==> src/rtl/evq_pkg.sv <==
package evq_pkg;
  localparam int unsigned EVQ_MIN_LOG2    = 10;
  localparam int unsigned EVQ_ENTRY_BYTES = 4;

  typedef enum logic {
    WR_IDLE = 1'b0,
    WR_WAIT = 1'b1
  } wr_state_e;
endpackage

==> src/rtl/evq_desc_regs.sv <==
module evq_desc_regs
  import evq_pkg::*;
#(
  parameter int ADDR_W  = 60,
  parameter int QSIZE_W = 4,
  parameter int IDX_W   = 25
) (
  input  logic               clk,
  input  logic               rst,
  input  logic               ld_take,
  input  logic [ADDR_W-1:0]  ld_base,
  input  logic [QSIZE_W-1:0] ld_qsize,
  input  logic [IDX_W-1:0]   ld_index,
  input  logic               ld_gen,
  input  logic               commit,
  output logic [ADDR_W-1:0]  base_q,
  output logic [IDX_W-1:0]   idx_q,
  output logic               gen_q
);
  logic [QSIZE_W-1:0] qsize_q;
  logic [IDX_W-1:0]   ring_mask;
  logic [IDX_W-1:0]   load_mask;
  logic [IDX_W-1:0]   idx_next;
  logic               wraps;

  // Per-bit masks: bit i is kept when i < code + minimum log2 ring size.
  for (genvar gi = 0; gi < IDX_W; gi++) begin : g_mask
    assign ring_mask[gi] = (gi < int'(qsize_q) + int'(EVQ_MIN_LOG2));
    assign load_mask[gi] = (gi < int'(ld_qsize) + int'(EVQ_MIN_LOG2));
  end

  assign idx_next = (idx_q + IDX_W'(1)) & ring_mask;
  assign wraps    = (idx_next == '0);

  always_ff @(posedge clk) begin
    if (rst) begin
      base_q  <= '0;
      qsize_q <= '0;
      idx_q   <= '0;
      gen_q   <= 1'b0;
    end else if (ld_take) begin
      base_q  <= ld_base;
      qsize_q <= ld_qsize;
      idx_q   <= ld_index & load_mask;
      gen_q   <= ld_gen;
    end else if (commit) begin
      idx_q <= idx_next;
      if (wraps) gen_q <= ~gen_q;
    end
  end
endmodule

==> src/rtl/evq_entry_fmt.sv <==
module evq_entry_fmt
  import evq_pkg::*;
#(
  parameter int ADDR_W = 60,
  parameter int IDX_W  = 25,
  parameter int DATA_W = 31,
  localparam int ENTRY_W = DATA_W + 1
) (
  input  logic [ADDR_W-1:0]  base,
  input  logic [IDX_W-1:0]   idx,
  input  logic               gen,
  input  logic [DATA_W-1:0]  data,
  output logic [ADDR_W-1:0]  addr,
  output logic [ENTRY_W-1:0] wdata
);
  localparam int NBYTES = ENTRY_W / 8;
  localparam int SHIFT  = $clog2(EVQ_ENTRY_BYTES);

  logic [ENTRY_W-1:0] entry;
  logic [ADDR_W-1:0]  offset;

  assign entry  = {gen, data};
  assign offset = ADDR_W'({idx, {SHIFT{1'b0}}});
  assign addr   = base + offset;

  // Most significant byte goes to the lowest-address lane.
  for (genvar gb = 0; gb < NBYTES; gb++) begin : g_lane
    assign wdata[8*gb +: 8] = entry[8*(NBYTES-1-gb) +: 8];
  end
endmodule

==> src/rtl/evq_wr_ctrl.sv <==
module evq_wr_ctrl
  import evq_pkg::*;
#(
  parameter int ADDR_W  = 60,
  parameter int ENTRY_W = 32
) (
  input  logic               clk,
  input  logic               rst,
  input  logic               ev_fire,
  input  logic [ADDR_W-1:0]  nxt_addr,
  input  logic [ENTRY_W-1:0] nxt_wdata,
  input  logic               mem_ack,
  input  logic               mem_err,
  output logic               mem_req,
  output logic [ADDR_W-1:0]  mem_addr,
  output logic [ENTRY_W-1:0] mem_wdata,
  output logic               busy,
  output logic               err_o,
  output logic               commit
);
  wr_state_e state;

  assign mem_req = (state == WR_WAIT);
  assign busy    = (state == WR_WAIT);
  assign commit  = (state == WR_WAIT) && mem_ack && !mem_err;

  always_ff @(posedge clk) begin
    if (rst) begin
      state     <= WR_IDLE;
      mem_addr  <= '0;
      mem_wdata <= '0;
      err_o     <= 1'b0;
    end else begin
      err_o <= 1'b0;
      unique case (state)
        WR_IDLE: begin
          if (ev_fire) begin
            state     <= WR_WAIT;
            mem_addr  <= nxt_addr;
            mem_wdata <= nxt_wdata;
          end
        end
        WR_WAIT: begin
          if (mem_err) begin
            state <= WR_IDLE;
            err_o <= 1'b1;
          end else if (mem_ack) begin
            state <= WR_IDLE;
          end
        end
        default: state <= WR_IDLE;
      endcase
    end
  end
endmodule

==> src/rtl/evq_ring_writer.sv <==
module evq_ring_writer
  import evq_pkg::*;
#(
  parameter int ADDR_W  = 60,
  parameter int QSIZE_W = 4,
  parameter int DATA_W  = 31,
  localparam int IDX_W   = (1 << QSIZE_W) - 1 + int'(EVQ_MIN_LOG2),
  localparam int ENTRY_W = DATA_W + 1
) (
  input  logic               clk,
  input  logic               rst,
  input  logic               ld_en,
  input  logic [ADDR_W-1:0]  ld_base,
  input  logic [QSIZE_W-1:0] ld_qsize,
  input  logic [IDX_W-1:0]   ld_index,
  input  logic               ld_gen,
  input  logic               ev_valid,
  input  logic [DATA_W-1:0]  ev_data,
  output logic               ev_ready,
  output logic               mem_req,
  output logic [ADDR_W-1:0]  mem_addr,
  output logic [ENTRY_W-1:0] mem_wdata,
  input  logic               mem_ack,
  input  logic               mem_err,
  output logic               busy,
  output logic               err_o,
  output logic [IDX_W-1:0]   desc_index,
  output logic               desc_gen
);
  logic [ADDR_W-1:0]  base_q;
  logic [ADDR_W-1:0]  nxt_addr;
  logic [ENTRY_W-1:0] nxt_wdata;
  logic               commit;
  logic               ld_take;
  logic               ev_fire;

  assign ev_ready = !busy && !ld_en;
  assign ev_fire  = ev_valid && ev_ready;
  assign ld_take  = ld_en && !busy;

  evq_desc_regs #(
    .ADDR_W (ADDR_W),
    .QSIZE_W(QSIZE_W),
    .IDX_W  (IDX_W)
  ) u_desc (
    .clk     (clk),
    .rst     (rst),
    .ld_take (ld_take),
    .ld_base (ld_base),
    .ld_qsize(ld_qsize),
    .ld_index(ld_index),
    .ld_gen  (ld_gen),
    .commit  (commit),
    .base_q  (base_q),
    .idx_q   (desc_index),
    .gen_q   (desc_gen)
  );

  evq_entry_fmt #(
    .ADDR_W(ADDR_W),
    .IDX_W (IDX_W),
    .DATA_W(DATA_W)
  ) u_fmt (
    .base (base_q),
    .idx  (desc_index),
    .gen  (desc_gen),
    .data (ev_data),
    .addr (nxt_addr),
    .wdata(nxt_wdata)
  );

  evq_wr_ctrl #(
    .ADDR_W (ADDR_W),
    .ENTRY_W(ENTRY_W)
  ) u_ctrl (
    .clk      (clk),
    .rst      (rst),
    .ev_fire  (ev_fire),
    .nxt_addr (nxt_addr),
    .nxt_wdata(nxt_wdata),
    .mem_ack  (mem_ack),
    .mem_err  (mem_err),
    .mem_req  (mem_req),
    .mem_addr (mem_addr),
    .mem_wdata(mem_wdata),
    .busy     (busy),
    .err_o    (err_o),
    .commit   (commit)
  );
endmodule

==> config.mk <==
export PLATFORM = sky130hd
export DESIGN_NAME = evq_ring_writer
export DESIGN_NICKNAME = d
export VERILOG_FILES = /design/src/rtl/evq_pkg.sv /design/src/rtl/evq_desc_regs.sv /design/src/rtl/evq_entry_fmt.sv /design/src/rtl/evq_wr_ctrl.sv /design/src/rtl/evq_ring_writer.sv
export SDC_FILE = /design/constraint.sdc
export NUM_CORES = 1
export LEC_CHECK = 0
export BUFFER_PORTS_ARGS = -buffer_cell sky130_fd_sc_hd__buf_2
export CAP_MARGIN = 10
export CORE_ASPECT_RATIO = 1.25
export CORE_MARGIN = 1.5
export CORE_UTILIZATION = 49
export DETAILED_ROUTE_END_ITERATION = 10
export PLACE_DENSITY = 0.83
export SYNTH_ARGS = -nofsm -noshare
export SYNTH_HDL_FRONTEND = slang
export SYNTH_SLANG_ARGS = --single-unit
==> constraint.sdc <==
create_clock -name clk -period 3.2 [get_ports clk]
set_input_delay 0.64 -clock clk [delete_from_list [all_inputs] [get_ports clk]]
set_output_delay 0.64 -clock clk [all_outputs]
set_load 0.01 [all_outputs]
* Yosys cells after proc, flatten, opt, wreduce, memory -nomap -nowiden
Index checks and enable logic that the tools add are counted.
** Storage, ports and cells
- Output and inout bits :: 122
- Input bits :: 127
- Register bits :: 184
** Cells by class
- Bitwise operators :: 4
- Add/subtract/negate cells :: 4
- Muxes and demuxes :: 10
- Order comparisons :: 50
- Reduce and logical (&&, ||, !) cells :: 14
** Operators by type and width (number)
- $lt A6 B32 Y1 const A :: 18
- $lt A5 B32 Y1 const A :: 16
- $lt A4 B32 Y1 const A :: 8
- $lt A3 B32 Y1 const A :: 4
- $lt A2 B32 Y1 const A :: 2
- $add A60 B27 Y60 :: 1
- $and A25 B25 Y25 :: 2
- $mux W25 :: 2
- $lt A1 B32 Y1 const A :: 1
- $add A25 B1 Y25 const B :: 1
- $logic_not A25 Y1 :: 1
- $add A4 B4 Y5 const B :: 2
- $mux W1 :: 7
- $logic_and A1 B1 Y1 :: 5
- $lt A1 B5 Y1 const A :: 1
- $reduce_and A2 Y1 :: 2
- $reduce_bool A2 Y1 :: 2
- $logic_not A1 Y1 :: 3
- $not A1 Y1 :: 2
- $pmux W1 S2 :: 1
- $reduce_or A2 Y1 :: 1

* Depth between registers and ports, before layout
- Depth after elaboration :: 7
- Gate-level depth with buffers :: 12
- Gate-level depth less buffers :: 10

* Cells and area by module
From an unflattened synthesis, not the netlist that was laid out.
** Second synthesis, totals
- Cell total of the unflattened synthesis :: 1373
- Area, all modules :: 11669.9 µm²
** Modules (own cells, without submodules)
- evq_desc_regs :: cells each 583, instances 1, area each 4758.3 µm², seq. area each 1801.7 µm²
- evq_wr_ctrl :: cells each 426, instances 1, area each 4359.2 µm², seq. area each 1881.8 µm²
- evq_entry_fmt :: cells each 361, instances 1, area each 2529.9 µm², seq. area each 0.0 µm²
- evq_ring_writer :: cells each 3, instances 1, area each 22.5 µm², seq. area each 0.0 µm²

* Worst setup path before layout
No wires, ideal clock.
- Path type :: register to register
- From :: register u_desc.qsize_q[1]
- To :: register u_desc.gen_q
- Setup time :: 0.091 ns
- Setup slack :: 0.151 ns
- Period minus slack after synthesis :: 3.049 ns
- Arrival time :: 2.958 ns
- Stages on the path, launching flop included :: 12
- Cells stage by stage :: dfxtp_1 > buf_2 > inv_1 > ha_1 > inv_1 > a311oi_1 > or3_2 > nor4_2 > nand4_1 > or4_1 > or4_1 > a311oi_1
** On the way
- Cells in the longest elaborated chain, start to end :: 6
- Elaborated cells between the ends (all ways) :: 30
** RTL lines
- from (decl) :: line evq_desc_regs.sv:20 : logic [QSIZE_W-1:0] qsize_q;
- from (signal assigned) :: line evq_desc_regs.sv:43 : qsize_q <= ld_qsize;
- $add A4 B4 Y5 * :: line evq_desc_regs.sv:28 : assign ring_mask[gi] = (gi < int'(qsize_q) + int'(EVQ_MIN_LOG2));
- $lt A2 B32 Y1 (tied with other cells) :: line evq_desc_regs.sv:28
- $and A25 B25 Y25 * :: line evq_desc_regs.sv:32 : assign idx_next = (idx_q + IDX_W'(1)) & ring_mask;
- $logic_not A25 Y1 * :: line evq_desc_regs.sv:33 : assign wraps = (idx_next == '0);
- $reduce_bool A2 Y1 (no source line) *
- $reduce_and A2 Y1 (no source line) *
- to (signal assigned) :: line evq_desc_regs.sv:45 : gen_q <= ld_gen;
- to (signal assigned) :: line evq_desc_regs.sv:48 : if (wraps) gen_q <= ~gen_q;
- to (decl) :: line evq_desc_regs.sv:18 : output logic gen_q
Mark *: on every way between the ends. The rest lies on a longest branch, timed or not.
A chain may end at the register's enable or synchronous reset.

* Final worst setup path
- From :: register u_desc.idx_q[0]
- To :: register u_ctrl.mem_addr[24]
** On the way
- Cells in the longest elaborated chain, start to end :: 1
** RTL lines
- from (decl) :: line evq_desc_regs.sv:17 : output logic [IDX_W-1:0] idx_q,
- from (signal assigned) :: line evq_desc_regs.sv:44 : idx_q <= ld_index & load_mask;
- from (signal assigned) :: line evq_desc_regs.sv:47 : idx_q <= idx_next;
- $add A60 B27 Y60 :: line evq_entry_fmt.sv:24 : assign addr = base + offset;
- to (signal assigned) :: line evq_wr_ctrl.sv:39 : mem_addr <= nxt_addr;
- to (decl) :: line evq_wr_ctrl.sv:15 : output logic [ADDR_W-1:0] mem_addr,
No other way between the ends.

==> metrics.log <==
INFO  metric outcome = finished, violations left
INFO  metric violations = negative setup slack
INFO  metric final_net_count = 1674
INFO  metric cts-root-buf = clkbuf_16
INFO  metric ys_seq_area_share = a little under two fifths
INFO  metric compound_gate_portion_of_the_synthesized_area = 21.1%
INFO  metric synth_xor_area_share = 5.70%
INFO  metric synth_area_leader_cell = dfxtp_1
INFO  metric start_kind = flip-flop
INFO  metric cp_slowest_stage_delay = approximately 0.65 ns
INFO  metric worst_hold_slack = around 0.43 ns
INFO  metric post-route-min-period = ~3.2 ns
INFO  metric clock_path_buffers = 2
INFO  metric worstSkewPairLatency = about 0.44 ns
INFO  metric synth_fp_nets = between 1000 and 1500
INFO  metric synth-simple-area-share = 25.9%
INFO  metric tritoncts_num_sinks = roughly 180
INFO  metric globalRouteTotalUtil = slightly below 30%
INFO  metric area_growth_from_synthesis_to_layout = 24.9%
INFO  metric drt_pre_antenna_iters = 5
INFO  metric worst-endpoint-required = about 3.6 ns
INFO  metric ys_seq_elements = 184
INFO  metric ctsHtreeMaxLevel = 4
INFO  metric switching_portion_of_total_power = between 20% and 30%
INFO  metric worst_clock_skew = approximately 0.0091 ns
INFO  metric final-hold-violation-count = 0
INFO  metric fin_crit_share = 101%
INFO  metric netlist_area = 0.00968 mm^2
INFO  metric route.final.wire_length = between 30000 and 40000 um
INFO  metric synth.top_cell.area_share = 38.0%
INFO  metric clock_tree_from_tritoncts = built
INFO  metric gp_congestion = about 0.95
INFO  metric dieWidth = 129 um
INFO  metric cts-buffers-inserted = 17
INFO  metric rsz_0062_raised_after_global_routing = yes
INFO  metric top_area_cells_in_the_synthesized_netlist = dfxtp_1, nand2_1, a21oi_1
INFO  metric synth_cells = roughly 1300
INFO  metric total_power = slightly below 0.006 W
INFO  metric route.detailed.drc = 0
INFO  metric routed_via_count = 10100
INFO  metric buffer_and_inverter_count_on_the_worst_path = 0
INFO  metric cellPowerDensity = 485 mW/mm^2
INFO  metric timing.critical_path.cells = ha_1 > fa_1 > a21o_1 > a2111o_1 > a21oi_2 > o311ai_0 > a2111oi_1 > xnor2_1 > nand2_1 > a21oi_1
INFO  metric worst_slew_margin_rel = approximately 52%
INFO  metric crit_arrival = between 3 and 4 ns
INFO  metric tightestPinTransition = 0.726 ns
INFO  metric p_sw = ~0.0018 W
INFO  metric vias_per_cell = approximately 5.6
INFO  metric worstSetupEndpointType = flip-flop
INFO  metric achievable-frequency = 311 MHz
INFO  metric antenna_violating_nets_post_route = 0
INFO  metric syn-mean-instance-area = roughly 7.6 um^2
INFO  metric wire_length_of_the_first_global_routing_pass = between 40000 and 50000 um
INFO  metric synthesis.yosys.warnings = 0
INFO  metric vdd_drop_max = around 380 uV
INFO  metric detailedPlacementHpwl = 22200 um
INFO  metric min-delay-path-class = input pin to flip-flop
INFO  metric share_of_power_burned_in_registers = 43.3%
INFO  metric netlist-cell-type-count = just over 70
INFO  metric floorplan.initialDensity = between 40% and 50%
INFO  metric drt_iter0_drc = 809
INFO  metric globalRouteOverflowTotal = 0
INFO  metric p_leak = between 5 and 6 nW
INFO  metric clk_pin_slew = around 0.080 ns
INFO  metric rows = between 50 and 60
INFO  metric combinationalPowerShare = between 10% and 20%
INFO  metric cp_top_family = compound AO/OA/AOI/OAI gates
INFO  metric setup_viol = 1
INFO  metric core_region_area = ~0.019 mm^2
INFO  metric die_h = 160 um
INFO  metric maxCapViolations = 0
INFO  metric post_route_cells_drive_above_1_share = 24.5%
INFO  metric drv_slew = 0
INFO  metric slowest_stage = a2111oi_1
INFO  metric clockPowerShare = ~40%
INFO  metric synth_top_flop_cell = dfxtp_1
INFO  metric muxShareOfSynthArea = 0.310%
INFO  metric synth_enable_flop_cells = 0
INFO  metric number_of_fill_cells_in_the_layout = 1796
INFO  metric critPathKind = flip-flop to flip-flop
INFO  metric die_area = 0.0206 mm^2
INFO  metric io_buffers = between 200 and 250
INFO  metric postSynth.asyncResetShare = 0%
INFO  metric pin_count = around 250
INFO  metric routedWlPerCell = 16.8 um
INFO  metric critical_path.max_fanout = 3
INFO  metric grt_max_degree = 98
INFO  metric largest_family_of_logic_cells_by_synthesized_area = simple AND/OR/NAND/NOR gates
INFO  metric initial_antenna_violation_count = 1
INFO  metric synth-adder-area-share = between 4 and 5%
INFO  metric cell_internal_power = between 0.004 and 0.005 W
INFO  metric setup_slack = -0.0201 ns
INFO  metric via_count_of_the_first_global_routing_pass = between 9000 and 10000
power by group through the flow:
stage	Sequential, W	Combinational [W]	Clock, W
2_1_floorplan	0.00262	0.000545	0
3_3_place_gp	0.00258	0.000961	0
3_5_place_dp	0.00259	0.000976	0
4_1_cts	0.00254	0.000981	0.00237
5_1_grt	0.00256	0.00109	0.00246
6_report	0.00254	0.000995	0.00233
synthesized netlist by cell type (4+ instances only):
cell type and n:
a211oi_1 45, a21boi_0 4, a21o_1 7, a21oi_1 185
a311oi_1 6, a31oi_1 11, and2_1 7, and3_1 20
buf_1 4, buf_4 5, clkbuf_1 71, dfxtp_1 184
ha_1 31, inv_1 21, nand2_1 282, nand2b_1 8
nand3_1 39, nand3b_1 5, nand4_1 24, nor2_1 81
nor2b_1 9, nor3_1 24, nor4_1 12, o211ai_1 5
o21ai_0 45, o21bai_1 5, or3_1 6, xnor2_1 35
xor2_1 28
stage by stage:
step	TNS, ns	util, %	cells	cell area [um^2]	worst slack, ns
after global placement	0	58.6	1761	11400	0.0689
after global routing	-0.135	62.3	1794	12100	-0.0733
after CTS	0	62.0	1793	12000	0.0193
after detailed placement	0	58.6	1761	11400	0.0236
after floorplan	0	-	1279	9680	0.151
final	-0.0201	62.3	1794	12100	-0.0201
worst paths after layout:
path                       startpoint                  end  slack [ns]  depth (start not counted)
setup / recovery      u_desc.idx_q[0]  u_ctrl.mem_addr[24]       -0.02                         10
hold / removal            ld_base[33]    u_desc.base_q[33]        0.43                          3
setup reg to reg      u_desc.idx_q[0]  u_ctrl.mem_addr[24]       -0.02                         10
hold reg to reg   u_ctrl.mem_addr[26]  u_ctrl.mem_addr[26]        0.45                          2
tightest hold or removal path: cells and delay by family:
family,cells,cell delay [ns]
buffers and inverters,1,0.09
AND/OR/NAND/NOR,1,0.04
AO/OA/AOI/OAI,1,0.05
placed cells by master (no fill, tap or decap), types with 4 or more instances in the layout:
cell type / count
a211oi_1: 45
a21boi_0: 4
a21o_1: 7
a21oi_1: 184
a311oi_1: 6
a31oi_1: 11
and2_1: 6
and3_1: 20
buf_12: 4
buf_2: 247
buf_4: 52
clkbuf_16: 17
dfxtp_1: 179
dfxtp_2: 5
ha_1: 29
inv_1: 21
inv_8: 4
nand2_1: 281
nand2b_1: 7
nand3_1: 39
nand3b_1: 5
nand4_1: 24
nor2_1: 81
nor2b_1: 8
nor3_1: 23
nor4_1: 10
o211ai_1: 5
o21ai_0: 43
o21bai_1: 5
or3_1: 6
xnor2_1: 35
xor2_1: 28
cell type report:
| type | count | area [um^2] | share of cell area [%] |
|---|---|---|---|
| Sequential cell | 184 | 3690 | 30.5 |
| Antenna cell | 1 | 2.50 | 0.0207 |
| Inverter | 21 | 78.8 | 0.652 |
| Clock buffer | 17 | 425 | 3.52 |
| Timing Repair Buffer | 304 | 1720 | 14.2 |
| Clock inverter | 15 | 231 | 1.91 |
| Tap cell | 265 | 332 | 2.74 |
| Multi-Input combinational cell | 987 | 5620 | 46.4 |
registers in the layout, summed over array words and instances, names as in the netlist:
name	cells
u_ctrl.mem_wdata	32
u_desc.qsize_q	4
u_ctrl.busy	1
u_ctrl.err_o	1
u_desc.base_q	60
u_desc.idx_q	25
u_ctrl.mem_addr	60
u_desc.gen_q	1
per-layer routing:
metal | routed length, um | up-vias | global-route usage, %
met5 | 0 | - | 0
met4 | 1080 | 0 | 13.2
met3 | 2120 | 67 | 7.17
met2 | 14600 | 383 | 48.7
met1 | 12400 | 4642 | 34.4
li1 | - | 4964 | -
cells by family after synthesis:
group	Yosys count
DFF	184
buffers and inverters	108
muxes	3
adders and majority gates	32
AOI/OAI and AO/OA	344
xor gates and xnor gates	63
and+or+nand+nor	545
what timing repair did:
action | 4_1_cts | 5_1_grt
hold buffers | 0 | 0
buffers inserted | 0 | 0
resized for setup | 0 | 17
endpoints found under the setup margin | 0 | 6
Note: power is estimated with default switching activity, not from simulation.
